===== src/rtl/flash_cmd_pkg.sv =====
package flash_cmd_pkg;

  localparam logic [7:0] KEY_HI    = 8'hAA;
  localparam logic [7:0] KEY_LO    = 8'h55;
  localparam logic [7:0] OP_WORD   = 8'hA0;
  localparam logic [7:0] OP_ARM_ER = 8'h80;
  localparam logic [7:0] OP_SECTOR = 8'h30;
  localparam logic [7:0] LOC_HI    = 8'h55;
  localparam logic [7:0] LOC_LO    = 8'h2A;

  typedef enum logic [2:0] {
    SQ_IDLE,
    SQ_K1,
    SQ_K2,
    SQ_PDAT,
    SQ_E3,
    SQ_E4,
    SQ_E5
  } seq_t;

  typedef enum logic [1:0] {
    LAST_NONE,
    LAST_PROG,
    LAST_ERASE
  } last_op_t;

endpackage


===== src/rtl/flash_seq_fsm.sv =====
module flash_seq_fsm
  import flash_cmd_pkg::*;
#(
  parameter int ADDR_W = 12
) (
  input  logic              clk,
  input  logic              rst_n,
  input  logic              sel_i,
  input  logic              wen_i,
  input  logic              pchg_i,
  input  logic              busy_i,
  input  logic [ADDR_W-1:0] addr_i,
  input  logic [7:0]        data_i,
  output logic              go_prog_o,
  output logic              go_erase_o
);

  localparam logic [ADDR_W-1:0] A_HI = ADDR_W'(LOC_HI);
  localparam logic [ADDR_W-1:0] A_LO = ADDR_W'(LOC_LO);

  seq_t state_q, state_d;
  logic wr_acc;
  logic at_hi, at_lo;

  assign wr_acc = sel_i & wen_i & ~pchg_i & ~busy_i;
  assign at_hi  = (addr_i == A_HI);
  assign at_lo  = (addr_i == A_LO);

  always_comb begin
    state_d    = state_q;
    go_prog_o  = 1'b0;
    go_erase_o = 1'b0;
    if (wr_acc) begin
      state_d = SQ_IDLE;
      unique case (state_q)
        SQ_IDLE: if (at_hi && data_i == KEY_HI) state_d = SQ_K1;
        SQ_K1:   if (at_lo && data_i == KEY_LO) state_d = SQ_K2;
        SQ_K2: begin
          if (at_hi && data_i == OP_WORD)        state_d = SQ_PDAT;
          else if (at_hi && data_i == OP_ARM_ER) state_d = SQ_E3;
        end
        SQ_PDAT: go_prog_o = 1'b1;
        SQ_E3:   if (at_hi && data_i == KEY_HI) state_d = SQ_E4;
        SQ_E4:   if (at_lo && data_i == KEY_LO) state_d = SQ_E5;
        SQ_E5:   if (data_i == OP_SECTOR) go_erase_o = 1'b1;
        default: state_d = SQ_IDLE;
      endcase
    end
  end

  always_ff @(posedge clk or negedge rst_n) begin
    if (!rst_n) state_q <= SQ_IDLE;
    else        state_q <= state_d;
  end

  // a precharge slot leaves the sequence position untouched
  assert_pchg_hold_R3: assert property (@(posedge clk) disable iff (!rst_n)
    (sel_i && pchg_i) |=> $stable(state_q));

  // nothing starts while an operation is running
  assert_no_start_busy_R7: assert property (@(posedge clk) disable iff (!rst_n)
    busy_i |-> !(go_prog_o || go_erase_o));

  // at most one kind of operation launched per cycle
  assert_one_launch_R1: assert property (@(posedge clk) disable iff (!rst_n)
    !(go_prog_o && go_erase_o));

  // an erase launch only comes from a real write slot
  assert_erase_needs_write_R2: assert property (@(posedge clk) disable iff (!rst_n)
    go_erase_o |-> (sel_i && wen_i && !pchg_i));

endmodule


===== src/rtl/flash_busy_timer.sv =====
module flash_busy_timer #(
  parameter int PROG_CYC  = 15000,
  parameter int ERASE_CYC = 500000000
) (
  input  logic clk,
  input  logic rst_n,
  input  logic go_prog_i,
  input  logic go_erase_i,
  output logic busy_o
);

  localparam int CNT_W = $clog2(ERASE_CYC + 1);
  localparam logic [CNT_W-1:0] PROG_LOAD  = CNT_W'(PROG_CYC - 1);
  localparam logic [CNT_W-1:0] ERASE_LOAD = CNT_W'(ERASE_CYC - 1);

  logic [CNT_W-1:0] cnt_q, cnt_d;
  logic             busy_q, busy_d;
  logic             cnt_en;

  always_comb begin
    cnt_d  = cnt_q;
    busy_d = busy_q;
    cnt_en = 1'b0;
    if (busy_q) begin
      cnt_en = 1'b1;
      if (cnt_q == '0) busy_d = 1'b0;
      else             cnt_d  = cnt_q - 1'b1;
    end else if (go_prog_i) begin
      cnt_en = 1'b1;
      busy_d = 1'b1;
      cnt_d  = PROG_LOAD;
    end else if (go_erase_i) begin
      cnt_en = 1'b1;
      busy_d = 1'b1;
      cnt_d  = ERASE_LOAD;
    end
  end

  always_ff @(posedge clk or negedge rst_n) begin
    if (!rst_n) begin
      cnt_q  <= '0;
      busy_q <= 1'b0;
    end else if (cnt_en) begin
      cnt_q  <= cnt_d;
      busy_q <= busy_d;
    end
  end

  assign busy_o = busy_q;

  // busy follows a launch in the very next cycle
  assert_busy_after_go_R5: assert property (@(posedge clk) disable iff (!rst_n)
    (go_prog_i || go_erase_i) |=> busy_o);

  // busy never appears without a launch before it
  assert_busy_has_cause_R6: assert property (@(posedge clk) disable iff (!rst_n)
    $rose(busy_o) |-> $past(go_prog_i || go_erase_i));

endmodule


===== src/rtl/flash_status_mux.sv =====
module flash_status_mux
  import flash_cmd_pkg::*;
(
  input  logic       clk,
  input  logic       rst_n,
  input  logic       go_prog_i,
  input  logic       go_erase_i,
  input  logic       busy_i,
  input  logic [7:0] data_i,
  output logic [7:0] status_o
);

  last_op_t   op_q, op_d;
  logic [7:0] word_q, word_d;
  logic       upd_en;

  always_comb begin
    op_d   = op_q;
    word_d = word_q;
    upd_en = 1'b0;
    if (go_prog_i) begin
      upd_en = 1'b1;
      op_d   = LAST_PROG;
      word_d = data_i;
    end else if (go_erase_i) begin
      upd_en = 1'b1;
      op_d   = LAST_ERASE;
    end
  end

  always_ff @(posedge clk or negedge rst_n) begin
    if (!rst_n) begin
      op_q   <= LAST_NONE;
      word_q <= 8'hFF;
    end else if (upd_en) begin
      op_q   <= op_d;
      word_q <= word_d;
    end
  end

  always_comb begin
    unique case (op_q)
      LAST_PROG:  status_o = busy_i ? {~word_q[7], word_q[6:0]} : word_q;
      LAST_ERASE: status_o = busy_i ? 8'h00 : 8'hFF;
      default:    status_o = 8'hFF;
    endcase
  end

  // the polled byte holds still during a running operation
  assert_status_steady_R8: assert property (@(posedge clk) disable iff (!rst_n)
    (busy_i && $past(busy_i)) |-> $stable(status_o));

  // completion of an erase reads as all ones
  assert_erase_done_R9: assert property (@(posedge clk) disable iff (!rst_n)
    ($fell(busy_i) && op_q == LAST_ERASE) |-> status_o == 8'hFF);

endmodule


===== src/rtl/flash_cmd_poll.sv =====
module flash_cmd_poll
  import flash_cmd_pkg::*;
#(
  parameter int ADDR_W    = 12,
  parameter int PROG_CYC  = 15000,
  parameter int ERASE_CYC = 500000000
) (
  input  logic              clk,
  input  logic              rst_n,
  input  logic              sel_i,
  input  logic              wen_i,
  input  logic              pchg_i,
  input  logic [ADDR_W-1:0] addr_i,
  input  logic [7:0]        data_i,
  output logic [7:0]        status_o,
  output logic              busy_o
);

  logic go_prog, go_erase, busy;

  flash_seq_fsm #(.ADDR_W(ADDR_W)) u_seq (
    .clk       (clk),
    .rst_n     (rst_n),
    .sel_i     (sel_i),
    .wen_i     (wen_i),
    .pchg_i    (pchg_i),
    .busy_i    (busy),
    .addr_i    (addr_i),
    .data_i    (data_i),
    .go_prog_o (go_prog),
    .go_erase_o(go_erase)
  );

  flash_busy_timer #(.PROG_CYC(PROG_CYC), .ERASE_CYC(ERASE_CYC)) u_timer (
    .clk       (clk),
    .rst_n     (rst_n),
    .go_prog_i (go_prog),
    .go_erase_i(go_erase),
    .busy_o    (busy)
  );

  flash_status_mux u_stat (
    .clk       (clk),
    .rst_n     (rst_n),
    .go_prog_i (go_prog),
    .go_erase_i(go_erase),
    .busy_i    (busy),
    .data_i    (data_i),
    .status_o  (status_o)
  );

  assign busy_o = busy;

  // an unselected cycle never launches an operation
  assert_unsel_quiet_R4: assert property (@(posedge clk) disable iff (!rst_n)
    !sel_i |=> !$rose(busy_o));

endmodule


===== config.mk =====
export PLATFORM = sky130hd
export DESIGN_NAME = flash_cmd_poll
export DESIGN_NICKNAME = d
export VERILOG_FILES = /design/src/rtl/flash_cmd_pkg.sv /design/src/rtl/flash_seq_fsm.sv /design/src/rtl/flash_busy_timer.sv /design/src/rtl/flash_status_mux.sv /design/src/rtl/flash_cmd_poll.sv
export SDC_FILE = /design/constraint.sdc
export NUM_CORES = 1
export LEC_CHECK = 0
export BUFFER_PORTS_ARGS = -buffer_cell sky130_fd_sc_hd__buf_4
export CORE_MARGIN = 10
export CORE_UTILIZATION = 50
export CTS_BUF_LIST = sky130_fd_sc_hd__clkbuf_4
export DETAILED_ROUTE_END_ITERATION = 6
export PLACE_DENSITY = 0.75
export SLEW_MARGIN = 20
export SYNTH_ARGS = -nofsm -noshare
export SYNTH_HDL_FRONTEND = slang
export SYNTH_SLANG_ARGS = --single-unit

===== constraint.sdc =====
create_clock -name clk -period 3.2 [get_ports clk]
set_input_delay 0.48 -clock clk [delete_from_list [all_inputs] [get_ports clk]]
set_output_delay 0.48 -clock clk [all_outputs]
set_load 0.02 [all_outputs]

==> Word level (Yosys, flattened, before mapping) <==
Cells that the tools add are included.
{ "word_totals": {"ff_bits": 43, "inputBits": 25, "output_inout_bits": 9, "wordCells": 65} }
{ "classes": {"addsub": 1, "eq_ne": 16, "muxes": 26, "n_bitwise": 6, "n_reduce_logical": 11} }
{ "op_table": {"columns": ["op", "n"], "rows": [
  ["2-to-1 mux 29 bit", 4],
  ["zero test 29 bit", 1],
  ["subtractor 29 x 1 -> 29 bit (second input constant)", 1],
  ["equality test 8 bit (second input constant)", 3],
  ["2-to-1 mux 8 bit", 2],
  ["case mux 8 bit (2 select lines)", 1],
  ["case mux 3 bit (5 select lines)", 1],
  ["equality test 12 x 6 -> 1 bit (second input constant)", 1],
  ["equality test 12 x 7 -> 1 bit (second input constant)", 1],
  ["2-to-1 mux 3 bit", 4],
  ["2-to-1 mux 1 bit", 11],
  ["equality test 3 bit (second input constant)", 3],
  ["equality test 8 x 6 -> 1 bit (second input constant)", 1],
  ["equality test 8 x 7 -> 1 bit (second input constant)", 1],
  ["equality test 3 x 2 -> 1 bit (second input constant)", 2],
  ["2-to-1 mux 2 bit", 3],
  ["logical AND 1 bit", 4],
  ["AND reduction 2 bit", 2],
  ["AND 1 bit", 3],
  ["equality test 3 x 1 -> 1 bit (second input constant)", 1],
  ["zero test 3 bit", 1],
  ["inverter 1 bit", 3],
  ["AND reduction 3 bit", 1],
  ["nonzero test 3 bit", 1],
  ["other kinds (4)", 4]
]} }

==> Depth between registers and ports, before layout <==
Gate-level depths: netlist of the first run.
{ "depth": {"depth_word": 8, "depth_mapped": 8, "ltp_nobuf": 7} }

==> Hierarchy <==
Synthesis of the first run repeated with hierarchy kept, for this count alone.
{ "unflattened": {"hier_cells": 301, "area_unflattened_um2": 2735.1} }
{ "by_module_without_submodules": {"columns": ["module", "n_inst", "cells_per_inst", "area_per_inst_um2", "seq_area_each_um2"], "rows": [
  ["flash_busy_timer", 1, 218, 1863.0, 750.7],
  ["flash_status_mux", 1, 41, 529.3, 260.2],
  ["flash_seq_fsm", 1, 42, 342.8, 75.1]
]} }

==> Least setup slack after synthesis of the first run <==
No wires, ideal clock.
{ "synth_timing": {"kind": "in2reg", "from": "input data_i[1]", "to": "register u_timer.cnt_q[11]", "setup_time_ps": 149, "arrival_time_ps": 1904, "t_required_ps": 3051, "path_slack_ps": 1146, "stages": 5, "path_buffers": 0, "cell_sequence": "or4b_1 o31ai_2 nand2_1 a2111oi_2 o221ai_1"} }
{ "synth_via": {"elab_chain_len": 8, "elab_cells_between_ends": 9, "cone_classes": "eq/ne (1); mux (6); reduce/logical (2)"} }
{ "synth_rtl": {"columns": ["item", "line_no", "text"], "rows": [
  ["start, declared", "flash_cmd_poll.sv:14", "input logic [7:0] data_i,"],
  ["equality test 8 x 6 -> 1 bit (*)", "flash_seq_fsm.sv:45", "SQ_E5: if (data_i == OP_SECTOR) go_erase_o = 1'b1;"],
  ["2-to-1 mux 1 bit (*)", "flash_seq_fsm.sv:45", null],
  ["2-to-1 mux 1 bit (*)", "flash_seq_fsm.sv:35", "unique case (state_q)"],
  ["2-to-1 mux 1 bit (*)", "flash_seq_fsm.sv:33", "if (wr_acc) begin"],
  ["2-to-1 mux 1 bit", "flash_busy_timer.sv:32", "end else if (go_erase_i) begin"],
  ["2-to-1 mux 1 bit", "flash_busy_timer.sv:28", "end else if (go_prog_i) begin"],
  ["2-to-1 mux 1 bit", "flash_busy_timer.sv:24", "if (busy_q) begin"],
  ["AND reduction 3 bit (no line) (*)", null, null],
  ["end signal, assigned", "flash_busy_timer.sv:44", "cnt_q <= cnt_d;"],
  ["end, declared", "flash_busy_timer.sv:16", "logic [CNT_W-1:0] cnt_q, cnt_d;"]
]} }
Every way passes the cells marked *; elsewhere a longest branch is shown, timed or not.
A chain may end at the register's enable or synchronous reset.

==> Worst setup path after layout of the first run <==
{ "layout_timing": {"from": "register u_timer.busy_q (netlist: u_timer.busy_o)", "to": "output status_o[6]"} }
{ "layout_via": {"elab_chain_len": 2} }
{ "layout_rtl": {"columns": ["item", "line_no", "text"], "rows": [
  ["start, declared", "flash_busy_timer.sv:17", "logic busy_q, busy_d;"],
  ["start signal, assigned", "flash_busy_timer.sv:45", "busy_q <= busy_d;"],
  ["2-to-1 mux 8 bit", "flash_status_mux.sv:44", "LAST_ERASE: status_o = busy_i ? 8'h00 : 8'hFF;"],
  ["case mux 8 bit (2 select lines)", "flash_status_mux.sv:42", "unique case (op_q)"],
  ["end, declared", "flash_cmd_poll.sv:15", "output logic [7:0] status_o,"]
]} }
No other way between the ends.

==> summary.txt, run 1 <==
CTS
  • CTS tree: built
  • H-tree levels: 2
  • Maximum clock path buffer count: 2
  • Root Buffer: clkbuf_4
  • Sink Count: 43
  • Hold-fix buffers, CTS: 0
  • Clk_lat worst skew: 360 ps
  • CTS Buf Count: 5
  • Post_cts resized: 0
  • Clock transition at the registers of the reported paths: 130 ps
  • Setup Fix Bufs, Post-CTS: 0

Synth
  • EDFF count, synth: 0
  • Mapped Area: 0.002673 mm2
  • Area contributors post-synth: dfrtp_1 (33%), dfstp_2 (7.9%), nand2_1 (7.2%), a21oi_1 (2.6%), mux2i_1 (2.2%)
  • Primary FF master, synth: dfrtp_1
  • Share of the synthesized area in the top cell type: 0.3277
  • Post-synth top cells: nand2_1 (51), dfrtp_1 (35), a21oi_1 (14), nor2_1 (13), inv_1 (12)
  • Synth cell types: 64
  • Net Count, Synth: 321
  • Async set-reset flop share out of synthesis: 1.000
  • Number of synthesized register bits: 43
  • Register area share after synthesis: 0.4064
  • Warnings from Yosys: 0
  • Post-synthesis average cell area: 9.153 um2
  • Count leader, synth: nand2_1
  • Post-synth top area cell: dfrtp_1
  • Post-synthesis instance total: 292

Drt
  • First-pass DRT Iterations: 4
  • Remaining antenna violation count: 0
  • Violation count after the first detailed-route iteration: 107
  • Residual DRC: 0
  • Total Wirelength: 6550 um
  • Vias per std cell: 6.076
  • Vias: 2394
  • DR WL/cell: 16.62 um

Floorplanning
  • Num rows: 26
  • Die Wd: 93.11 um
  • Die height: 93.11 um
  • Initial core utilization: 0.5200
  • IO Count: 34
  • DIE AREA: 0.008669 mm2
  • Core area: 0.005140 mm2

Critical path
  • CP endpoint kind: output pin
  • Critical Path Fanout Max: 10
  • Crit path DAT: 2130 ps
  • CP Launch Type: register
  • Reg2reg setup slack: 680 ps
  • Critical Path RT: 2720 ps
  • Worst setup path category: reg -> out

Placed design
  • Global placer's final weighted congestion: 0.8493
  • Buffers on Ports: 33
  • Final HPWL DP: 4757 um
  • Pre-CTS setup slack: 734.2 ps

STA
  • Worst slew pin tran: 848.1 ps
  • Minimum clock period: 2613 ps
  • Slew HR: 0.4346
  • Post-Route Setup TNS: 0 ps
  • Max Transition Viols Final: 0
  • Clock skew: 15.41 ps
  • Final setup vio count: 0
  • Final WS setup: 587.3 ps
  • Final Hold Viols: 0
  • Crit share post-route: 0.8165
  • RSZ-0062 raised after global routing: no
  • Fmax achieved: 0.3828 GHz

Final layout
  • Layout cells sized above 1: 0.2099
  • Layout area overhead: 13.48%
  • Filler Cell Count: 478
  • Nets: 352
  • # diodes: 0
  • Core Util, Final: 0.5901

GRT
  • Antenna violations before repair: 0
  • Largest net degree at the start of global routing: 44
  • GRT Overall Usage: 0.1534
  • Vias in the first global route: 2331
  • Global-route wire length before repair: 11050 um
  • Total global routing overflow: 0

Pwr
  • Peak VDD IR: 0.1966 mV
  • Leak: 1.230 nW
  • Pwr per Cell Area: 281.1 mW/mm2

Flow run
  • Max-cap violations: 0

Outcome
  • Status: finished clean

Min path
  • Min-Delay Path Class: in -> async
[final cells by class]
class	count	area, um2	area share
Clock inverter	2	7.507	0.002475
Multi-Input combinational cell	223	1468	0.4839
Sequential cell	43	1086	0.3581
Clock buffer	6	45.04	0.01485
Tap cell	70	87.58	0.02888
Inverter	13	48.80	0.01609
Timing Repair Buffer	37	290.3	0.09571
[critical path: stages (launching register included)]
cell      delay [ps]
dfrtp_1          590
clkinv_1         340
a21oi_1          550
nand2_1          120
buf_4            190
[where the power goes]
part	switching, mW	internal, mW	total [mW]
registers	0	0.544	0.544
clock network	0.174	0.0902	0.265
logic	0.0218	0.0222	0.0440
[flip-flops by register name (all words and copies together) (netlist names)]
name and cells:
u_timer.busy_o 1, u_stat.word_q 8, u_seq.state_q 3, u_stat.op_q 2, u_timer.cnt_q 29
[cells by family (layout without fill, tap and decap cells)]
| group | after synthesis | count (layout) | synth area share |
|---|---|---|---|
| multiplexers | 7 | 7 | 0.02669 |
| AND/OR/NAND/NOR | 141 | 141 | 0.3029 |
| AO/OA/AOI/OAI | 66 | 66 | 0.1845 |
| adder cells (fa/ha/maj) | 4 | 4 | 0.01873 |
| flip-flops | 43 | 43 | 0.4064 |
| buffers and inverters | 26 | 58 | 0.04447 |
| XOR/XNOR | 5 | 5 | 0.01639 |
[placed cells by master, fill, tap and decap left out, types with 4 or more instances in the layout]
cell type and instances:
clkbuf_4 6, o21ai_0 7, a21oi_1 14, dfstp_2 8
nand2_1 51, nor2_1 13, mux2i_1 6, nor4_1 8
nand3b_1 5, ha_1 4, o221a_1 4, nor3_1 10
nand3_1 8, dfrtp_1 35, buf_4 36, inv_1 12
or4_1 6, a31oi_1 6, nand4_1 8, o21a_1 4
[through the flow]
stage / power [mW] / hold slack [ps] / cells / cell area (um2)
finish: 0.8526 / 79.90 / 394 / 3033
global route: 0.8867 / 123.2 / 394 / 3033
CTS: 0.8619 / 110.3 / 394 / 3033
detailed placement: 0.5986 / 450.2 / 386 / 2980
global placement: 0.5978 / 451.8 / 386 / 2980
floorplan: 0.5598 / 184.4 / 292 / 2673
[final timing paths]
kind | cells after the start | from | endpoint
min in group clk | 3 | data_i[2] | u_stat.word_q[2]
max reg2reg | 5 | u_timer.cnt_q[14] | u_timer.cnt_q[24]
max | 4 | u_timer.busy_o | status_o[6]
max in group asynchronous | 1 | rst_n | u_timer.cnt_q[11]
min | 1 | rst_n | u_timer.cnt_q[13]
min reg2reg | 2 | u_stat.word_q[0] | u_stat.word_q[0]
[per-layer routing]
| metal | GRT usage | part of all wire | vias to the layer above |
|---|---|---|---|
| li1 | - | - | 1161 |
| met1 | 0.1906 | 0.45 | 1156 |
| met2 | 0.2518 | 0.47 | 72 |
| met3 | 0.03917 | 0.067 | 5 |
| met4 | 0.05398 | 0.013 | 0 |
| met5 | 0 | 0 | - |
No activity file was read; power rests on OpenSTA's default activity.
==> run 2: changes to the inputs <==
==> constraint.sdc (replaced) <==
create_clock -name clk -period 2.7 [get_ports clk]
set_input_delay 0.405 -clock clk [delete_from_list [all_inputs] [get_ports clk]]
set_output_delay 0.405 -clock clk [all_outputs]
set_load 0.02 [all_outputs]
==> run 2 against run 1 <==
  * Via count rose by 1.8%
  * Hold slack got worse by 65 ps
  * Clock skew fell by 9.6 ps
  * Cell count rose by 1.8%
  * Count of clock-buffer cells in the layout rose by 1
  * Sequential share of layout area fell by 0.60 points
  * Critical path depth rose by 2
  * Critical path type is now reg -> reg
==> summary.txt, run 2 (synthesized netlist as in run 1, its figures left out) <==
STA
  • Final WS setup: 346.8 ps (-240.6 ps)
  • Max Transition Viols Final: 0 (unchanged)
  • Final Hold Viols: 0 (unchanged)
  • RSZ-0062 raised after global routing: no
  • Worst slew pin tran: 549.2 ps (-298.9 ps)
  • Post-Route Setup TNS: 0 ps (unchanged)
  • Slew HR: 0.6338 (+0.1993)
  • Clock skew: 5.823 ps (-9.589 ps)
  • Fmax achieved: 0.4249 GHz
  • Minimum clock period: 2353 ps
  • Crit share post-route: 0.8716
  • Final setup vio count: 0 (unchanged)

Pwr
  • Leak: 1.267 nW (+3.0%)
  • Total design power: 1.027 mW (+20%)
  • Pwr per Cell Area: 332.9 mW/mm2 (+18%)
  • Peak VDD IR: 0.2146 mV (+9.2%)

Floorplanning
  • Num rows: 26 (unchanged)
  • Die height: 93.11 um (unchanged)
  • Die Wd: 93.11 um (unchanged)
  • Initial core utilization: 0.5200 (unchanged)
  • IO Count: 34 (unchanged)
  • Core area: 0.005140 mm2 (unchanged)
  • DIE AREA: 0.008669 mm2 (unchanged)

GRT
  • Largest net degree at the start of global routing: 44 (unchanged)
  • Antenna violations before repair: 0 (unchanged)
  • Vias in the first global route: 2492 (+6.9%)
  • GRT Overall Usage: 0.1643 (+0.01088)
  • Global-route wire length before repair: 11830 um (+7.1%)
  • Total global routing overflow: 0 (unchanged)

Drt
  • First-pass DRT Iterations: 6 (+2)
  • Met3 wire len: 512 um (+16%)
  • DRT met1 WL: 2906 um (-0.95%)
  • DR WL/cell: 17.15 um (+3.2%)
  • Remaining antenna violation count: 0 (unchanged)
  • Vias: 2436 (+1.8%)
  • Violation count after the first detailed-route iteration: 298 (+180%)
  • Total Wirelength: 6879 um (+5.0%)
  • Residual DRC: 0 (unchanged)
  • Vias per std cell: 6.075 (about the same)
  • Routed wl met2: 3319 um (+7.4%)
  • Max Used Layer: met4

Final layout
  • Commonest non-fill, non-tap cells in the layout: nand2_1 (51), buf_4 (44), dfrtp_1 (35)
  • Layout area overhead: 15.40%
  • Top flop regs: u_timer.cnt_q: 29 flops, u_stat.word_q: 8 flops, u_seq.state_q: 3 flops
  • Layout cells sized above 1: 0.2356 (+0.02577)
  • Max reg flops: 29 (unchanged)
  • Nets: 359 (+2.0%)
  • Commonest non-fill, non-tap cell in the layout: nand2_1
  • Final Cell Area: 0.003084 mm2 (+1.7%)
  • Non-Filler Instances: 401 (+1.8%)
  • Multi-input gate area: 0.001474 mm2 (+0.43%)
  • Filler Cell Count: 465 (-2.7%)
  • Largest reg by FF count: u_timer.cnt_q
  • Register area: 0.001086 mm2 (unchanged)
  • # diodes: 0 (unchanged)

CTS
  • Clock transition at the registers of the reported paths: 120 ps (about the same)
  • Maximum clock path buffer count: 2 (unchanged)
  • Clk_lat worst skew: 360 ps (about the same)
  • CTS tree: built
  • H-tree levels: 2 (unchanged)
  • CTS Buf Count: 5 (unchanged)
  • Root Buffer: clkbuf_4
  • Hold-fix buffers, CTS: 0 (unchanged)
  • Sink Count: 43 (unchanged)

Critical path
  • Worst R2R Path Depth: 6 (+1)
  • Cell family with most CP delay: simple AND/OR/NAND/NOR gates
  • Worst Path Buf+Inv: 1 (-1)
  • Critical path depth in cells: 6 (+2)
  • CP endpoint kind: register
  • CP Launch Type: register
  • Worst setup path category: reg -> reg
  • Critical Path Fanout Max: 14 (+4)
  • R2R Path End: u_timer.cnt_q[23]
  • Setup crit end: u_timer.cnt_q[23]
  • Worst stage delay on the critical path: 490 ps (-100 ps)
  • Crit path DAT: 2650 ps (+520 ps)
  • Critical path, cell by cell: nor4_1, nand4_1, o21a_1, buf_4, nor2_1, o221a_1
  • Critical Path RT: 3000 ps (+280 ps)
  • Slowest stage cell, crit path: nor4_1
  • Worst r2r src: u_timer.cnt_q[23]
  • Worst setup path start: u_timer.cnt_q[23]
  • Reg2reg setup slack: 350 ps (-330 ps)

Placed design
  • Placed cell areas: 0.003020 mm2 (+1.3%)
  • Placed Cells: 393 (+1.8%)
  • Final HPWL DP: 5015 um (+5.4%)
  • Global placer's final weighted congestion: 0.8324 (-2.0%)
  • Buffers on Ports: 33 (unchanged)
  • Pre-CTS setup slack: 290.8 ps (-443.5 ps)

Min path
  • Min-Delay Path Class: in -> async

Flow run
  • Max-cap violations: 0 (unchanged)

Outcome
  • Status: finished clean
run 2: changes by cell type in the layout (fill, tap and decap cells not counted):
cell      change
clkbuf_4      +1
nor4_1        -1
clkinv_2      +1
clkinv_1      -2
buf_4         +8
nor4_2        +1
buf_12        -1
run 2: stage by stage:
stage	hold slack, ps	utilization
final	14.82	0.6000
after global routing	37.32	0.6000
after CTS	39.09	0.5988
after detailed placement	429.4	0.5876
after global placement	430.7	0.5876
after floorplan	109.4	-
run 2: what timing repair did:
action	in CTS	in global routing
buffers inserted	0	0
endpoints found under the setup margin	0	1
gates resized for setup	0	1
run 2: cell type report:
type	instances	share of cell area
multi-input combinational	223	0.4779
clock buffer	7	0.01704
inverter	13	0.01582
tap	70	0.02840
clock inverter	1	0.001623
sequential	43	0.3521
timing repair buffer	44	0.1071
run 2: metal layers:
metal / vias up / global-route usage
li1: 1173 / -
met1: 1149 / 0.2028
met2: 99 / 0.2687
met3: 15 / 0.04636
met4: 0 / 0.05656
met5: - / 0
run 2: worst min-delay path by stage:
stage / startpoint / end / slack [ps] / depth (start not counted)
floorplan: rst_n / u_seq.state_q[0] / 110 / 0
global placement: rst_n / u_timer.cnt_q[16] / 430 / 1
detailed placement: rst_n / u_timer.cnt_q[13] / 430 / 1
CTS: rst_n / u_timer.cnt_q[2] / 40 / 1
global route: rst_n / u_timer.cnt_q[13] / 40 / 1
finish: rst_n / u_timer.cnt_q[13] / 10 / 1
run 2: report_power, final:
group	total [mW]	switching [mW]	internal, mW
combinational	0.0520	0.0257	0.0263
sequential	0.645	0	0.645
clock	0.330	0.208	0.122
total	1.03	0.234	0.793
==> run 3: changes to the inputs <==
==> constraint.sdc (replaced) <==
create_clock -name clk -period 2.61 [get_ports clk]
set_input_delay 0.3915 -clock clk [delete_from_list [all_inputs] [get_ports clk]]
set_output_delay 0.3915 -clock clk [all_outputs]
set_load 0.02 [all_outputs]
==> run 3 against run 2 <==
  * The flow now finishes with violations (hold timing)
  * Via count increased by 1.0%
  * Sequential share of layout area down 0.057 points
  * Utilization is 0.097 points higher
  * Routed wire length down 1.8%
  * Global-route usage fell by 0.34 points
  * Clock power decreased by 2%
  * Sequential power grew 3.4%
  * First-iteration DRC count decreased by 42%
  * Worst setup slack improved by 36 ps
  * Critical endpoint is now u_timer.cnt_q[6]
  * Largest cell class unchanged
==> summary.txt, run 3 (synthesized netlist as in run 1, its figures left out) <==
Critical path
  • Worst Path Buf+Inv: 1 (unchanged)
  • Worst setup path category: reg -> reg
  • Crit path DAT: 2530 ps (-120 ps)
  • Critical Path Fanout Max: 15 (+1)
  • Slowest stage cell, crit path: dfrtp_1
  • Worst stage delay on the critical path: 450 ps (-40 ps)
  • Worst setup path start: u_timer.cnt_q[23]
  • Critical Path RT: 2910 ps (-90 ps)
  • Cell family with most CP delay: compound AO/OA/AOI/OAI gates
  • CP Launch Type: register
  • CP dominant cell by count: o21a_1
  • Worst r2r src: u_timer.cnt_q[23]
  • CP endpoint kind: register
  • Critical path, cell by cell: nor4_1, nand4_1, o21a_1, buf_4, a41oi_1, o21a_1

Drt
  • Vias: 2461 (+1.0%)
  • Residual DRC: 0 (unchanged)
  • Remaining antenna violation count: 0 (unchanged)
  • Violation count after the first detailed-route iteration: 174 (-42%)
  • Vias per std cell: 6.107 (+0.52%)
  • DR WL/cell: 16.76 um (-2.3%)
  • First-pass DRT Iterations: 4 (-2)
  • Total Wirelength: 6756 um (-1.8%)

Final layout
  • Layout area overhead: 15.59%
  • Largest reg by FF count: u_timer.cnt_q
  • Core Util, Final: 0.6010 (+0.0009730)
  • Commonest non-fill, non-tap cell in the layout: nand2_1
  • Top flop regs: u_timer.cnt_q: 29 flops, u_stat.word_q: 8 flops, u_seq.state_q: 3 flops
  • Layout cells sized above 1: 0.2342 (-0.001415)
  • Nets: 361 (+0.56%)
  • Register area: 0.001086 mm2 (unchanged)
  • Commonest non-fill, non-tap cells in the layout: nand2_1 (51), buf_4 (46), dfrtp_1 (35)
  • # diodes: 0 (unchanged)
  • Multi-input gate area: 0.001468 mm2 (-0.42%)
  • Filler Cell Count: 461 (-0.86%)
  • Max reg flops: 29 (unchanged)

CTS
  • Maximum clock path buffer count: 2 (unchanged)
  • Clk_lat worst skew: 360 ps (about the same)
  • Clock transition at the registers of the reported paths: 130 ps (about the same)
  • H-tree levels: 2 (unchanged)
  • Root Buffer: clkbuf_4
  • Post_cts resized: 0 (unchanged)
  • CTS Buf Count: 5 (unchanged)
  • Hold-fix buffers, CTS: 0 (unchanged)
  • CTS tree: built
  • Sink Count: 43 (unchanged)
  • Setup Fix Bufs, Post-CTS: 0 (unchanged)

STA
  • Crit share post-route: 0.8534 (-0.01814)
  • Clock skew: 10.60 ps (+4.776 ps)
  • Worst slew pin tran: 552.4 ps (+3.118 ps)
  • Minimum clock period: 2227 ps (-125.8 ps)
  • Final setup vio count: 0 (unchanged)
  • Hold_ws: -1.146 ps (-15.96 ps)
  • Max Transition Viols Final: 0 (unchanged)
  • RSZ-0062 raised after global routing: no
  • Fmax achieved: 0.4489 GHz (+5.6%)
  • Final Hold Viols: 4 (+4)
  • Post-Route Setup TNS: 0 ps (unchanged)
  • Final WS setup: 382.5 ps (+35.78 ps)
  • Slew HR: 0.6318 (-0.002079)

GRT
  • Vias in the first global route: 2457 (-1.4%)
  • Largest net degree at the start of global routing: 44 (unchanged)
  • Global-route wire length before repair: 11610 um (-1.9%)
  • Antenna violations before repair: 0 (unchanged)
  • GRT Overall Usage: 0.1609 (-0.003420)
  • Total global routing overflow: 0 (unchanged)

Pwr
  • Total design power: 1.046 mW (+1.9%)
  • Pwr per Cell Area: 338.7 mW/mm2 (+1.7%)
  • Peak VDD IR: 0.2084 mV (-2.9%)
  • Leak: 1.275 nW (+0.62%)

Outcome
  • Failing checks: hold timing
  • Status: complete, but fails checks

Flow run
  • Max-cap violations: 0 (unchanged)

Min path
  • Min-Delay Path Class: in -> async

Placed design
  • Global placer's final weighted congestion: 0.8635 (+3.7%)
  • Buffers on Ports: 33 (unchanged)
  • Final HPWL DP: 5113 um (+1.9%)
  • Pre-CTS setup slack: 257.8 ps (-32.99 ps)

Floorplanning
  • IO Count: 34 (unchanged)
  • Num rows: 26 (unchanged)
  • Die Wd: 93.11 um (unchanged)
  • Initial core utilization: 0.5200 (unchanged)
  • DIE AREA: 0.008669 mm2 (unchanged)
  • Core area: 0.005140 mm2 (unchanged)
  • Die height: 93.11 um (unchanged)
==> run 3: cell types whose count changed in the layout (fill, tap and decap cells not counted), sizes merged <==
cell,change
clkbuf,-1
clkinv,+1
buf,+2
==> run 3: final timing paths <==
check	end	slack, ps	depth (start not counted)
worst max-delay path	u_timer.cnt_q[6]	380	6
worst min-delay path	u_timer.cnt_q[15]	-1	1
worst max register to register	u_timer.cnt_q[6]	380	6
worst min register to register	u_stat.word_q[4]	460	2
max in group asynchronous	u_stat.word_q[7]	2220	1
min in group clk	u_stat.word_q[2]	240	3
==> run 3: power breakdown <==
part           switching [mW]  internal (mW)  leakage (nW)
Sequential                  0          0.667         0.462
Clock                   0.214          0.112        0.0331
Combinational          0.0268         0.0272         0.780
==> run 3: metal layers <==
| metal | up-vias | share of wire | global-route usage |
|---|---|---|---|
| li1 | 1180 | - | - |
| met1 | 1187 | 0.43 | 0.1997 |
| met2 | 84 | 0.49 | 0.2669 |
| met3 | 10 | 0.062 | 0.03597 |
| met4 | 0 | 0.017 | 0.05913 |
| met5 | - | 0 | 0 |
==> run 3: final cells by class <==
cell class | count | area share
clock inverters | 2 | 0.002835
clock buffers | 6 | 0.01458
repair buffers | 46 | 0.1118
flip-flops and latches | 43 | 0.3516
well taps | 70 | 0.02835
inverters | 13 | 0.01580
multi-input cells | 223 | 0.4751
==> run 3: metrics by stage <==
step / std cells / area (um2) / hold WS [ps]
2_1_floorplan: 292 / 2673 / 95.91
3_3_place_gp: 395 / 3035 / 416.6
3_5_place_dp: 395 / 3035 / 419.3
4_1_cts: 403 / 3089 / 16.34
5_1_grt: 403 / 3089 / 24.18
6_report: 403 / 3089 / -1.146
